==> src/rtl/sdram_act_pkg.sv <==
package sdram_act_pkg;

  // pin order {cs_n, ras_n, cas_n, we_n}
  typedef enum logic [3:0] {
    CMD_ACT = 4'b0011,
    CMD_RD  = 4'b0101,
    CMD_WR  = 4'b0100,
    CMD_PRE = 4'b0010,
    CMD_NOP = 4'b0111
  } sd_cmd_e;

  // interval in picoseconds to whole clocks, rounding up
  function automatic int unsigned ps_to_clk(input int unsigned spec_ps,
                                            input int unsigned period_ps);
    return (spec_ps + period_ps - 1) / period_ps;
  endfunction

endpackage

==> src/rtl/sdram_gap_timer.sv <==
module sdram_gap_timer #(
  parameter int unsigned LIMIT = 3
) (
  input  logic clk,
  input  logic rst_n,
  input  logic fire,
  output logic met
);
  localparam int unsigned CW = (LIMIT > 1) ? $clog2(LIMIT) : 1;
  localparam logic [CW-1:0] RELOAD = (LIMIT > 0) ? CW'(LIMIT - 1) : '0;

  logic [CW-1:0] remain;

  always_ff @(posedge clk or negedge rst_n) begin
    if (!rst_n)               remain <= '0;
    else if (fire)            remain <= RELOAD;
    else if (remain != '0)    remain <= remain - 1'b1;
  end

  assign met = (remain == '0);

endmodule

==> src/rtl/sdram_bank_track.sv <==
module sdram_bank_track #(
  parameter int unsigned ROW_W   = 13,
  parameter int unsigned TRCD_CK = 3,
  parameter int unsigned TRC_CK  = 9,
  parameter int unsigned TRP_CK  = 3
) (
  input  logic             clk,
  input  logic             rst_n,
  input  logic             act_fire,
  input  logic             pre_fire,
  input  logic [ROW_W-1:0] act_row,
  output logic             is_open,
  output logic [ROW_W-1:0] open_row,
  output logic             col_ok,
  output logic             act_ok
);
  logic rc_met, rp_met;

  always_ff @(posedge clk or negedge rst_n) begin
    if (!rst_n) begin
      is_open  <= 1'b0;
      open_row <= '0;
    end else if (act_fire) begin
      is_open  <= 1'b1;
      open_row <= act_row;
    end else if (pre_fire) begin
      is_open  <= 1'b0;
    end
  end

  sdram_gap_timer #(.LIMIT(TRCD_CK)) u_rcd (
    .clk(clk), .rst_n(rst_n), .fire(act_fire), .met(col_ok));

  sdram_gap_timer #(.LIMIT(TRC_CK)) u_rc (
    .clk(clk), .rst_n(rst_n), .fire(act_fire), .met(rc_met));

  sdram_gap_timer #(.LIMIT(TRP_CK)) u_rp (
    .clk(clk), .rst_n(rst_n), .fire(pre_fire), .met(rp_met));

  assign act_ok = rc_met && rp_met;

endmodule

==> src/rtl/sdram_cmd_pick.sv <==
module sdram_cmd_pick
  import sdram_act_pkg::*;
#(
  parameter int unsigned BANK_W = 2,
  parameter int unsigned ROW_W  = 13,
  parameter int unsigned COL_W  = 9,
  localparam int unsigned NBANK = 1 << BANK_W
) (
  input  logic                        req_valid,
  input  logic [BANK_W-1:0]           req_bank,
  input  logic [ROW_W-1:0]            req_row,
  input  logic [COL_W-1:0]            req_col,
  input  logic                        req_write,
  input  logic [NBANK-1:0]            bank_open,
  input  logic [NBANK-1:0][ROW_W-1:0] bank_row,
  input  logic [NBANK-1:0]            bank_col_ok,
  input  logic [NBANK-1:0]            bank_act_ok,
  input  logic                        rrd_met,
  output sd_cmd_e                     cmd,
  output logic [ROW_W-1:0]            cmd_addr,
  output logic                        accept,
  output logic [NBANK-1:0]            act_fire,
  output logic [NBANK-1:0]            pre_fire
);
  logic row_hit;
  assign row_hit = bank_open[req_bank] && (bank_row[req_bank] == req_row);

  always_comb begin
    cmd      = CMD_NOP;
    cmd_addr = '0;
    accept   = 1'b0;
    act_fire = '0;
    pre_fire = '0;
    if (req_valid) begin
      if (row_hit) begin
        if (bank_col_ok[req_bank]) begin
          cmd      = req_write ? CMD_WR : CMD_RD;
          cmd_addr = ROW_W'(req_col);
          accept   = 1'b1;
        end
      end else if (bank_open[req_bank]) begin
        cmd                = CMD_PRE;
        pre_fire[req_bank] = 1'b1;
      end else if (bank_act_ok[req_bank] && rrd_met) begin
        cmd                = CMD_ACT;
        cmd_addr           = req_row;
        act_fire[req_bank] = 1'b1;
      end
    end
  end

endmodule

==> src/rtl/sdram_act_sched.sv <==
module sdram_act_sched
  import sdram_act_pkg::*;
#(
  parameter int unsigned BANK_W  = 2,
  parameter int unsigned ROW_W   = 13,
  parameter int unsigned COL_W   = 9,
  parameter int unsigned CLK_PS  = 7000,
  parameter int unsigned TRCD_PS = 15000,
  parameter int unsigned TRC_PS  = 60000,
  parameter int unsigned TRRD_PS = 14000,
  parameter int unsigned TRP_PS  = 15000
) (
  input  logic              clk,
  input  logic              rst_n,
  input  logic              req_valid,
  output logic              req_ready,
  input  logic [BANK_W-1:0] req_bank,
  input  logic [ROW_W-1:0]  req_row,
  input  logic [COL_W-1:0]  req_col,
  input  logic              req_write,
  output logic              sd_cs_n,
  output logic              sd_ras_n,
  output logic              sd_cas_n,
  output logic              sd_we_n,
  output logic [BANK_W-1:0] sd_ba,
  output logic [ROW_W-1:0]  sd_addr
);
  localparam int unsigned NBANK   = 1 << BANK_W;
  localparam int unsigned TRCD_CK = ps_to_clk(TRCD_PS, CLK_PS);
  localparam int unsigned TRC_CK  = ps_to_clk(TRC_PS, CLK_PS);
  localparam int unsigned TRRD_CK = ps_to_clk(TRRD_PS, CLK_PS);
  localparam int unsigned TRP_CK  = ps_to_clk(TRP_PS, CLK_PS);

  logic [NBANK-1:0]            b_open, b_col_ok, b_act_ok;
  logic [NBANK-1:0][ROW_W-1:0] b_row;
  logic [NBANK-1:0]            act_fire, pre_fire;
  logic                        rrd_met;
  sd_cmd_e                     pick_cmd;
  logic [ROW_W-1:0]            pick_addr;

  for (genvar g = 0; g < NBANK; g++) begin : g_bank
    sdram_bank_track #(
      .ROW_W(ROW_W), .TRCD_CK(TRCD_CK), .TRC_CK(TRC_CK), .TRP_CK(TRP_CK)
    ) u_track (
      .clk(clk), .rst_n(rst_n),
      .act_fire(act_fire[g]), .pre_fire(pre_fire[g]), .act_row(req_row),
      .is_open(b_open[g]), .open_row(b_row[g]),
      .col_ok(b_col_ok[g]), .act_ok(b_act_ok[g])
    );
  end

  sdram_gap_timer #(.LIMIT(TRRD_CK)) u_rrd (
    .clk(clk), .rst_n(rst_n), .fire(|act_fire), .met(rrd_met));

  sdram_cmd_pick #(.BANK_W(BANK_W), .ROW_W(ROW_W), .COL_W(COL_W)) u_pick (
    .req_valid(req_valid), .req_bank(req_bank), .req_row(req_row),
    .req_col(req_col), .req_write(req_write),
    .bank_open(b_open), .bank_row(b_row),
    .bank_col_ok(b_col_ok), .bank_act_ok(b_act_ok), .rrd_met(rrd_met),
    .cmd(pick_cmd), .cmd_addr(pick_addr), .accept(req_ready),
    .act_fire(act_fire), .pre_fire(pre_fire)
  );

  sd_cmd_e           cmd_q;
  logic [BANK_W-1:0] ba_q;
  logic [ROW_W-1:0]  addr_q;

  always_ff @(posedge clk or negedge rst_n) begin
    if (!rst_n) begin
      cmd_q  <= CMD_NOP;
      ba_q   <= '0;
      addr_q <= '0;
    end else begin
      cmd_q  <= pick_cmd;
      ba_q   <= (pick_cmd == CMD_NOP) ? '0 : req_bank;
      addr_q <= pick_addr;
    end
  end

  assign {sd_cs_n, sd_ras_n, sd_cas_n, sd_we_n} = cmd_q;
  assign sd_ba   = ba_q;
  assign sd_addr = addr_q;

endmodule

==> config.mk <==
export PLATFORM = sky130hd
export DESIGN_NAME = sdram_act_sched
export DESIGN_NICKNAME = d
export VERILOG_FILES = /design/src/rtl/sdram_act_pkg.sv /design/src/rtl/sdram_gap_timer.sv /design/src/rtl/sdram_bank_track.sv /design/src/rtl/sdram_cmd_pick.sv /design/src/rtl/sdram_act_sched.sv
export SDC_FILE = /design/constraint.sdc
export NUM_CORES = 1
export LEC_CHECK = 0
export BUFFER_PORTS_ARGS = -buffer_cell sky130_fd_sc_hd__buf_4
export CORE_AREA = 2 2 110 112
export DETAILED_ROUTE_END_ITERATION = 10
export DIE_AREA = 0 0 112 114
export PLACE_DENSITY = 0.73
export SYNTH_ARGS = -nofsm -noshare
export SYNTH_HDL_FRONTEND = slang
export SYNTH_SLANG_ARGS = --single-unit
==> constraint.sdc <==
create_clock -name clk -period 4.8 [get_ports clk]
set_input_delay 0.72 -clock clk [delete_from_list [all_inputs] [get_ports clk]]
set_output_delay 0.72 -clock clk [all_outputs]
set_load 0.005 [all_outputs]
[Word-level counts from Yosys, hierarchy flattened]
Index checks and enable logic that the tools add are counted.
Operators by class
  add/sub/neg operators: 13
  order comparisons: 2
  eq/ne operators: 2
  muxes and demuxes: 66
  bitwise logic cells: 1
  reductions and logical operators: 48
Operator list (number)
  $mux 4: 19
  $mux 13: 5
  $reduce_bool 2->1: 24
  $mux 2: 17
  $bmux 13 s2: 1
  $mux 1: 18
  $logic_not 2->1: 8
  $logic_not 4->1: 4
  $reduce_bool 4->1: 4
  $sub 2x1->2 const B: 8
  $sub 4x1->4 const B: 4
  $eq 13x13->1: 1
  $mux 9: 1
  $logic_and 1x1->1: 7
  $bmux 1 s2: 3
  $eq 4x3->1 const B: 1
  $reduce_or 4->1: 1
  $lt 2x3->1 const B: 1
  $mux 3: 1
  $demux 1 s2: 1
  $ge 2x1->1 const B: 1
  $not 1->1: 1
  $sub 1x1->1 const B: 1
Storage, ports and cells
  register bits after elaboration: 108
  input bits: 28
  output and inout bits: 20

[Longest topological paths before layout]
Gate-level depths: netlist of run 1.
  word-level depth: 11
  depth in mapped cells: 10

[Modules after synthesis]
A second synthesis of run 1 with hierarchy kept.
Unflattened totals
  cell total of the unflattened synthesis: 388
  area, all modules: 5156.2 sq um
Modules (own cells, without submodules)
  sdram_bank_track: times used 4, cells an instance 31, area an instance 526.8 sq um, sequential area each 350.3 sq um
  sdram_cmd_pick: times used 1, cells an instance 83, area an instance 875.8 sq um, sequential area each 0.0 sq um
  sdram_gap_timer (g_bank[0].u_track.u_rc ...): times used 4, cells an instance 21, area an instance 219.0 sq um, sequential area each 100.1 sq um
  sdram_gap_timer (g_bank[0].u_track.u_rcd ...): times used 8, cells an instance 9, area an instance 95.1 sq um, sequential area each 50.0 sq um
  sdram_act_sched: times used 1, cells an instance 23, area an instance 508.0 sq um, sequential area each 479.2 sq um
  sdram_gap_timer (u_rrd): times used 1, cells an instance 2, area an instance 28.8 sq um, sequential area each 25.0 sq um

[Worst setup path before layout of run 1]
No wires, ideal clock.
  path kind: input -> output
  from: input port req_bank[0]
  to: output port req_ready
  arrival time: 2535 ps
  setup slack: 1545 ps
  stages on the path: 7
  buffers on the path: 2
  cell sequence: buf_6 -> mux4_2 -> xnor2_1 -> nand4_1 -> a2111oi_4 -> and3_1 -> buf_6
On the way
  cells in the longest elaborated chain, start to end: 6
  elaborated cells between the ends (all ways): 11
Ends and longest elaborated chain
  start: declaration: line sdram_act_sched.sv:17  | input logic [BANK_W-1:0] req_bank,
  $bmux 13 s2: line sdram_cmd_pick.sv:26  | assign row_hit = bank_open[req_bank] && (bank_row[req_bank] == req_row);
  $mux 13 (not written as such): line sdram_cmd_pick.sv:26
  $eq 13x13->1: line sdram_cmd_pick.sv:26
  $logic_and 1x1->1: line sdram_cmd_pick.sv:26
  $mux 1 *: line sdram_cmd_pick.sv:35  | if (row_hit) begin
  $mux 1 *: line sdram_cmd_pick.sv:34  | if (req_valid) begin
  end: declaration: line sdram_act_sched.sv:16  | output logic req_ready,
Mark *: on every way between the ends. The rest lies on a longest branch, timed or not. The select of a mux whose other input is x is not followed.

[Final worst setup path of run 1]
Same ends and word-level chain as after synthesis.

==> impl_metrics.toml, run 1 <==
[outcome]
status = "completed"

[sta]
finalCritPeriodShare = 0.772
slew_headroom = 0.382
setup_violations = 0
finalMaxSlewViolations = 0
fin_tns_setup_ns = 0
rsz0062_at_grt = "no"
finalHoldViolCount = 0
fmax_mhz = 270
fin_crit_ns = 3.70
holdWs_ns = 0.476
fin_worst_skew_ns = 0.00923
worst_slew_pin_slew_ns = 0.925

[synth]
seq_area_frac_synth = 0.529
ys_ff_latch = 107
syn-num-nets = 434
synthFlopType = "dfrtp_1"
synthDistinctLibCells = 43
synth_top_area_frac = 0.513
synth_most_common_cell = "dfrtp_1"
synth.top_cells.by_area = "dfrtp_1, mux2_2, mux4_2"
synthArstFlopShare = 1.00
yosys.area.top_type = "dfrtp_1"
synthTopCellsByCount = "dfrtp_1, inv_1, mux2_2"
synth-edff-count = 0
syn-cell-area_mm2 = 0.00507
yosysWarningCount = 0
syn_avg_cell_area_um2 = 12.9
syn_inst = 394

[clocking]
ctsHoldBuffers = 0
htree_levels = 3
clock-sinks = 107
cts_setup_buffers = 0
root_buffer = "clkbuf_16"
postCtsResizedCells = 0
clockBufferDepth = 2
cts_tree = "done"
path_clk_slew_ns = 0.08
clock_latency_ns = 0.35
numCtsBuffers = 9

[power]
p_comb_frac = 0.328
p_leak_nw = 2.68
powerDensity_mw_per_mm2 = 590
p_seq_frac = 0.435
power_frac_clock = 0.236
p_sw_w = 0.00107
ir_drop_v = 0.000278
internal_power_w = 0.00238
swShare = 0.309

[route]
drc_errors = 0
drt-initial-drc-count = 126
drt-pass1-iter-count = 4
vias = 3118
viasPerCell = 5.28
wirelength_mm = 9.84
wl_per_cell_um = 16.6
ant_nets = 0

[setup_path]
worstSetupEndpointType = "primary output"
timing.rr.end = "g_bank[0].u_track.open_row[8]"
critical_path.slowest_cell = "a2111oi_4"
startpoint_type = "input pin"
regToRegSetupSlack_ns = 1.25
crit_arrival_ns = 2.98
cp_max_fo = 21
r2r_cells = 7
cp_cell_sequence = "buf_4, mux4_2, xnor2_1, nand4_1, a2111oi_4, and3_1, buf_4"
crit_top_cell = "buf_4"
max_stage_delay_ns = 0.58
critPathKind = "input pin to primary output"
crit_required_ns = 4.08
reg2reg_from = "g_bank[3].u_track.u_rc.remain[0]"

[hold_path]
min_path_type = "input pin to async pin"

[grt]
grt_pass1_vias = 3291
grt_use_total = 0.164
antenna_found_initial = 0
grt_pass1_wl_mm = 16.5
grt_max_degree = 71
overflow = 0

[placed_design]
hpwl_mm = 6.80
gp_congestion = 0.787
portBuffers = 46

[floorplanning]
io_pins = 48
die_area_mm2 = 0.0128
rows = 40
die_y_um = 114
core-area_mm2 = 0.0117
die_x_um = 112
start_util = 0.433

[finish]
finalNetCount = 479
fill_cells = 1032
num_antenna_cells = 0
area_growth_pct = 15.1
drive_gt1_frac = 0.279

[job]
drv_cap = 0
## layout make-up
cell class,instances,area (µm²),share of cell area
repair buffers,51,383,0.0656
clock buffers,10,239,0.0410
clock inverters,6,96.3,0.0165
flip-flops and latches,107,2680,0.460
well taps,147,184,0.0315
multi-input cells,240,2140,0.367
inverters,30,113,0.0193
## registers in the layout (all words and copies together) (netlist names)
name / cells
cmd_q: 3
g_bank.u_track.is_open: 4
g_bank.u_track.open_row: 52
g_bank.u_track.u_rc.remain: 16
g_bank.u_track.u_rcd.remain: 8
g_bank.u_track.u_rp.remain: 8
sd_addr: 13
sd_ba: 2
u_rrd.remain: 1
## cell families after synthesis
family,after synthesis,synth area share
buffers and inverters,47,0.0496
XOR/XNOR,27,0.0466
adder cells (fa/ha/maj),12,0.0296
other,1,0.000739
AND/OR/NAND/NOR,81,0.0918
multiplexers,71,0.183
AO/OA/AOI/OAI,48,0.0701
flip-flops,107,0.529
## worst max-delay path by stage
| stage | from | endpoint | slack [ns] | cells after the start |
|---|---|---|---|---|
| 3_5_place_dp | req_bank[0] | req_ready | 1.13 | 7 |
| 2_1_floorplan | req_bank[0] | req_ready | 1.54 | 7 |
| 4_1_cts | req_bank[0] | req_ready | 1.10 | 7 |
| 6_report | req_bank[0] | req_ready | 1.10 | 7 |
| 5_1_grt | req_bank[0] | req_ready | 0.93 | 7 |
| 3_3_place_gp | req_bank[0] | req_ready | 1.18 | 7 |
## worst max-delay path, delay by kind of cell
| family | cells | cell delay, ns |
|---|---|---|
| mux | 1 | 0.56 |
| simple gates | 2 | 0.50 |
| buf+inv | 2 | 0.44 |
| compound gates | 1 | 0.58 |
| xor+xnor | 1 | 0.18 |
## power groups by stage
| stage | Sequential, W | Clock [W] | Combinational [W] |
|---|---|---|---|
| floorplan | 0.00145 | 0 | 0.000923 |
| global placement | 0.00149 | 0 | 0.00107 |
| detailed placement | 0.00152 | 0 | 0.00114 |
| CTS | 0.00150 | 0.000826 | 0.00115 |
| global route | 0.00155 | 0.000863 | 0.00129 |
| finish | 0.00150 | 0.000814 | 0.00113 |
## layout by cell type, fill, tap and decap left out, types with 4 or more instances in the layout
| master | instances |
|---|---|
| nor2b_1 | 4 |
| ha_1 | 12 |
| dfrtp_1 | 104 |
| a211o_1 | 4 |
| clkbuf_16 | 9 |
| buf_4 | 51 |
| mux2i_1 | 6 |
| mux2_2 | 30 |
| nor3_4 | 4 |
| and2_1 | 5 |
| o21ai_0 | 11 |
| xor2_1 | 10 |
| xnor2_1 | 17 |
| mux4_2 | 12 |
| nand2_1 | 25 |
| a21oi_1 | 6 |
| a22o_1 | 9 |
| nand3_1 | 8 |
| a31oi_1 | 4 |
| nor2_1 | 17 |
| inv_1 | 30 |
| mux2_1 | 23 |
| nor3_1 | 4 |
| a31o_2 | 4 |
## metal layers
| layer | GRT usage | up-vias | part of all wire |
|---|---|---|---|
| met4 | 0.0528 | 0 | 0.013 |
| met3 | 0.0202 | 9 | 0.029 |
| met5 | 0 | - | 0 |
| li1 | - | 1471 | - |
| met1 | 0.210 | 1588 | 0.42 |
| met2 | 0.291 | 50 | 0.54 |
## stage by stage
stage	power (W)	worst slack (ns)	instances	utilization	area (µm²)
after CTS	0.00348	1.10	591	0.498	5830
after global routing	0.00370	0.926	591	0.498	5830
after global placement	0.00256	1.18	575	0.470	5500
after detailed placement	0.00265	1.13	575	0.470	5500
final	0.00344	1.10	591	0.498	5830
after floorplan	0.00237	1.54	394	-	5070
No activity file was read; power rests on OpenSTA's default activity.
==> run 2: changes to the inputs <==
--- a/config.mk
+++ b/config.mk
@@ -5,10 +5,11 @@
 export SDC_FILE = /design/constraint.sdc
 export NUM_CORES = 1
 export LEC_CHECK = 0
+export ABC_AREA = 1
 export BUFFER_PORTS_ARGS = -buffer_cell sky130_fd_sc_hd__buf_4
-export CORE_AREA = 2 2 110 112
+export CORE_AREA = 2 2 113 115
 export DETAILED_ROUTE_END_ITERATION = 10
-export DIE_AREA = 0 0 112 114
+export DIE_AREA = 0 0 115 117
 export PLACE_DENSITY = 0.73
 export SYNTH_ARGS = -nofsm -noshare
 export SYNTH_HDL_FRONTEND = slang
==> constraint.sdc (replaced) <==
create_clock -name clk -period 3.65 [get_ports clk]
set_input_delay 0.5475 -clock clk [delete_from_list [all_inputs] [get_ports clk]]
set_output_delay 0.5475 -clock clk [all_outputs]
set_load 0.005 [all_outputs]
==> run 2 against run 1 <==
  * Design area is 3.7% higher
  * Combinational power increased by 40%
  * Largest power group unchanged
  * Critical path depth rose by 7
  * Final cell count grew 50%
  * Clock skew decreased by 0.0020 ns
  * Non-clock buffer count unchanged
  * Highest routed layer unchanged
  * Global-route usage grew 2.4 points
  * Synthesized cell count is 76% higher
  * Sequential power rose by 30%
  * Die area grew 5.4%
==> impl_metrics.toml, run 2 <==
[route]
drc_errors = 0
viasPerCell = 4.97
wirelength_mm = 11.8
drt-pass1-iter-count = 5
ant_nets = 0
vias = 4415
drt-initial-drc-count = 360
wl_per_cell_um = 13.3

[hold_path]
min_path_type = "input pin to async pin"

[finish]
regMostFlops = "g_bank.u_track.open_row"
fill_cells = 1216
area_growth_pct = 13.0
num_antenna_cells = 0
final_common_cell = "nand2_1"
finalNetCount = 774
post-route-util = 0.491
largest_reg_flops = 52
drive_gt1_frac = 0.116
layout_common_cells = "nand2_1, dfrtp_1, inv_1"

[floorplanning]
start_util = 0.435
core-area_mm2 = 0.0123
die_y_um = 117
die_x_um = 115
die_area_mm2 = 0.0135
io_pins = 48
rows = 41

[synth]
syn-num-nets = 732
yosys.area.top_type = "dfrtp_1"
yosysWarningCount = 0
synthFlopType = "dfrtp_1"
seq_area_frac_synth = 0.501
synth-edff-count = 0
syn_inst = 692
synth_most_common_cell = "nand2_1"
synth_top_area_frac = 0.486
syn_avg_cell_area_um2 = 7.74
synthArstFlopShare = 1.00
synthDistinctLibCells = 35
ys_ff_latch = 107
synthTopCellsByCount = "nand2_1, dfrtp_1, inv_1"
syn-cell-area_mm2 = 0.00536
synth.top_cells.by_area = "dfrtp_1, nand2_1, o21ai_0"

[clocking]
htree_levels = 3
path_clk_slew_ns = 0.07
cts_setup_buffers = 0
postCtsResizedCells = 0
clock-sinks = 107
clockBufferDepth = 2
root_buffer = "clkbuf_16"
cts_tree = "done"
numCtsBuffers = 9
ctsHoldBuffers = 0
clock_latency_ns = 0.35

[placed_design]
hpwl_mm = 8.07
gp_congestion = 0.803
portBuffers = 46

[grt]
grt_use_total = 0.187
grt_max_degree = 78
overflow = 0
antenna_found_initial = 0
grt_pass1_vias = 4138
grt_pass1_wl_mm = 19.8
use_met1 = 0.262
gr-usage-met2 = 0.290
use_met3 = 0.0443
gr-max-usage-layer = "met2"

[power]
powerDensity_mw_per_mm2 = 734
power_w = 0.00444
p_sw_w = 0.00162
p_leak_nw = 3.38
swShare = 0.365
p_comb_frac = 0.356
internal_power_w = 0.00282
ir_drop_v = 0.000260
power_frac_clock = 0.205
p_seq_frac = 0.440

[sta]
rsz0062_at_grt = "no"
fin_crit_ns = 2.76
slew_headroom = 0.348
finalMaxSlewViolations = 0
holdWs_ns = 0.353
fin_tns_setup_ns = 0
finalHoldViolCount = 0
setup_violations = 0
finalCritPeriodShare = 0.756
fin_worst_skew_ns = 0.00724
fmax_mhz = 363
worst_slew_pin_slew_ns = 0.978

[setup_path]
worstSetupEndpointType = "primary output"
startpoint_type = "input pin"
crit_required_ns = 3.10
regToRegSetupSlack_ns = 1.05
cp_max_fo = 36
critPathKind = "input pin to primary output"
crit_arrival_ns = 2.21

[outcome]
status = "completed"

[job]
drv_cap = 0
[run 2: cell count changes in the layout (fill, tap and decap cells not counted), sizes merged, moves of 9 or more]
cell	before	now
mux2	53	0
nand3	8	43
inv	32	81
mux4	12	0
nand2	25	303
xnor2	17	0
a22o	9	0
o21ai	11	71
[run 2: final cells by class]
type	count	area (µm²)	share of cell area
Timing Repair Buffer	51	383	0.0633
Multi-Input combinational cell	484	2210	0.366
Clock inverter	6	41.3	0.00682
Inverter	81	314	0.0519
Clock buffer	10	229	0.0378
Sequential cell	107	2680	0.443
Tap cell	150	188	0.0310
[run 2: kinds of logic (layout without fill, tap and decap cells)]
group	count (synthesis)	after routing	share of synthesized area
simple gates	382	382	0.292
flops	107	107	0.501
buf+inv	101	148	0.0857
compound gates	81	81	0.0785
fa+ha+maj	12	12	0.0280
xor+xnor	4	4	0.00654
mux	4	4	0.00748
other cells	1	1	0.000700
[run 2: routing by layer]
| layer | part of all wire | wire length (µm) |
|---|---|---|
| met5 | 0 | 0 |
| met2 | 0.45 | 5300 |
| met3 | 0.055 | 645 |
| met4 | 0.013 | 157 |
| met1 | 0.48 | 5700 |
[run 2: worst paths after layout]
| check | startpoint | cells after the start | to |
|---|---|---|---|
| worst max-delay path | req_bank[0] | 14 | req_ready |
| min in group clk | req_col[1] | 3 | sd_addr[1] |
| worst min-delay path | rst_n | 1 | g_bank[1].u_track.u_rc.remain[3] |
| max in group asynchronous | rst_n | 2 | cmd_q[1] |
| worst min register to register | g_bank[1].u_track.is_open | 2 | g_bank[1].u_track.is_open |
| worst max register to register | g_bank[0].u_track.u_rc.remain[0] | 9 | g_bank[3].u_track.open_row[5] |
[run 2: power by group through the flow]
stage | Clock (W) | Sequential, W | Combinational (W)
after floorplan | 0 | 0.00191 | 0.00126
final | 0.000909 | 0.00195 | 0.00158
after CTS | 0.000917 | 0.00195 | 0.00160
after global placement | 0 | 0.00196 | 0.00152
after global routing | 0.000964 | 0.00201 | 0.00189
after detailed placement | 0 | 0.00197 | 0.00159
[run 2: critical path, cell delays in order]
cell	delay (ns)
buf_4	0.36
inv_8	0.15
nand2_1	0.09
nand2_1	0.05
nand2_1	0.08
nand2_1	0.07
nand2_1	0.09
nand2_1	0.05
nor2_1	0.13
nand2_1	0.08
nor2_2	0.12
nand3_4	0.11
inv_4	0.14
buf_4	0.13
[run 2: through the flow]
step	instance area, µm²	worst slack (ns)	std cells
3_5_place_dp	5780	0.883	873
5_1_grt	6050	0.680	889
4_1_cts	6050	0.874	889
6_report	6050	0.892	889
2_1_floorplan	5360	1.35	692
3_3_place_gp	5780	0.882	873
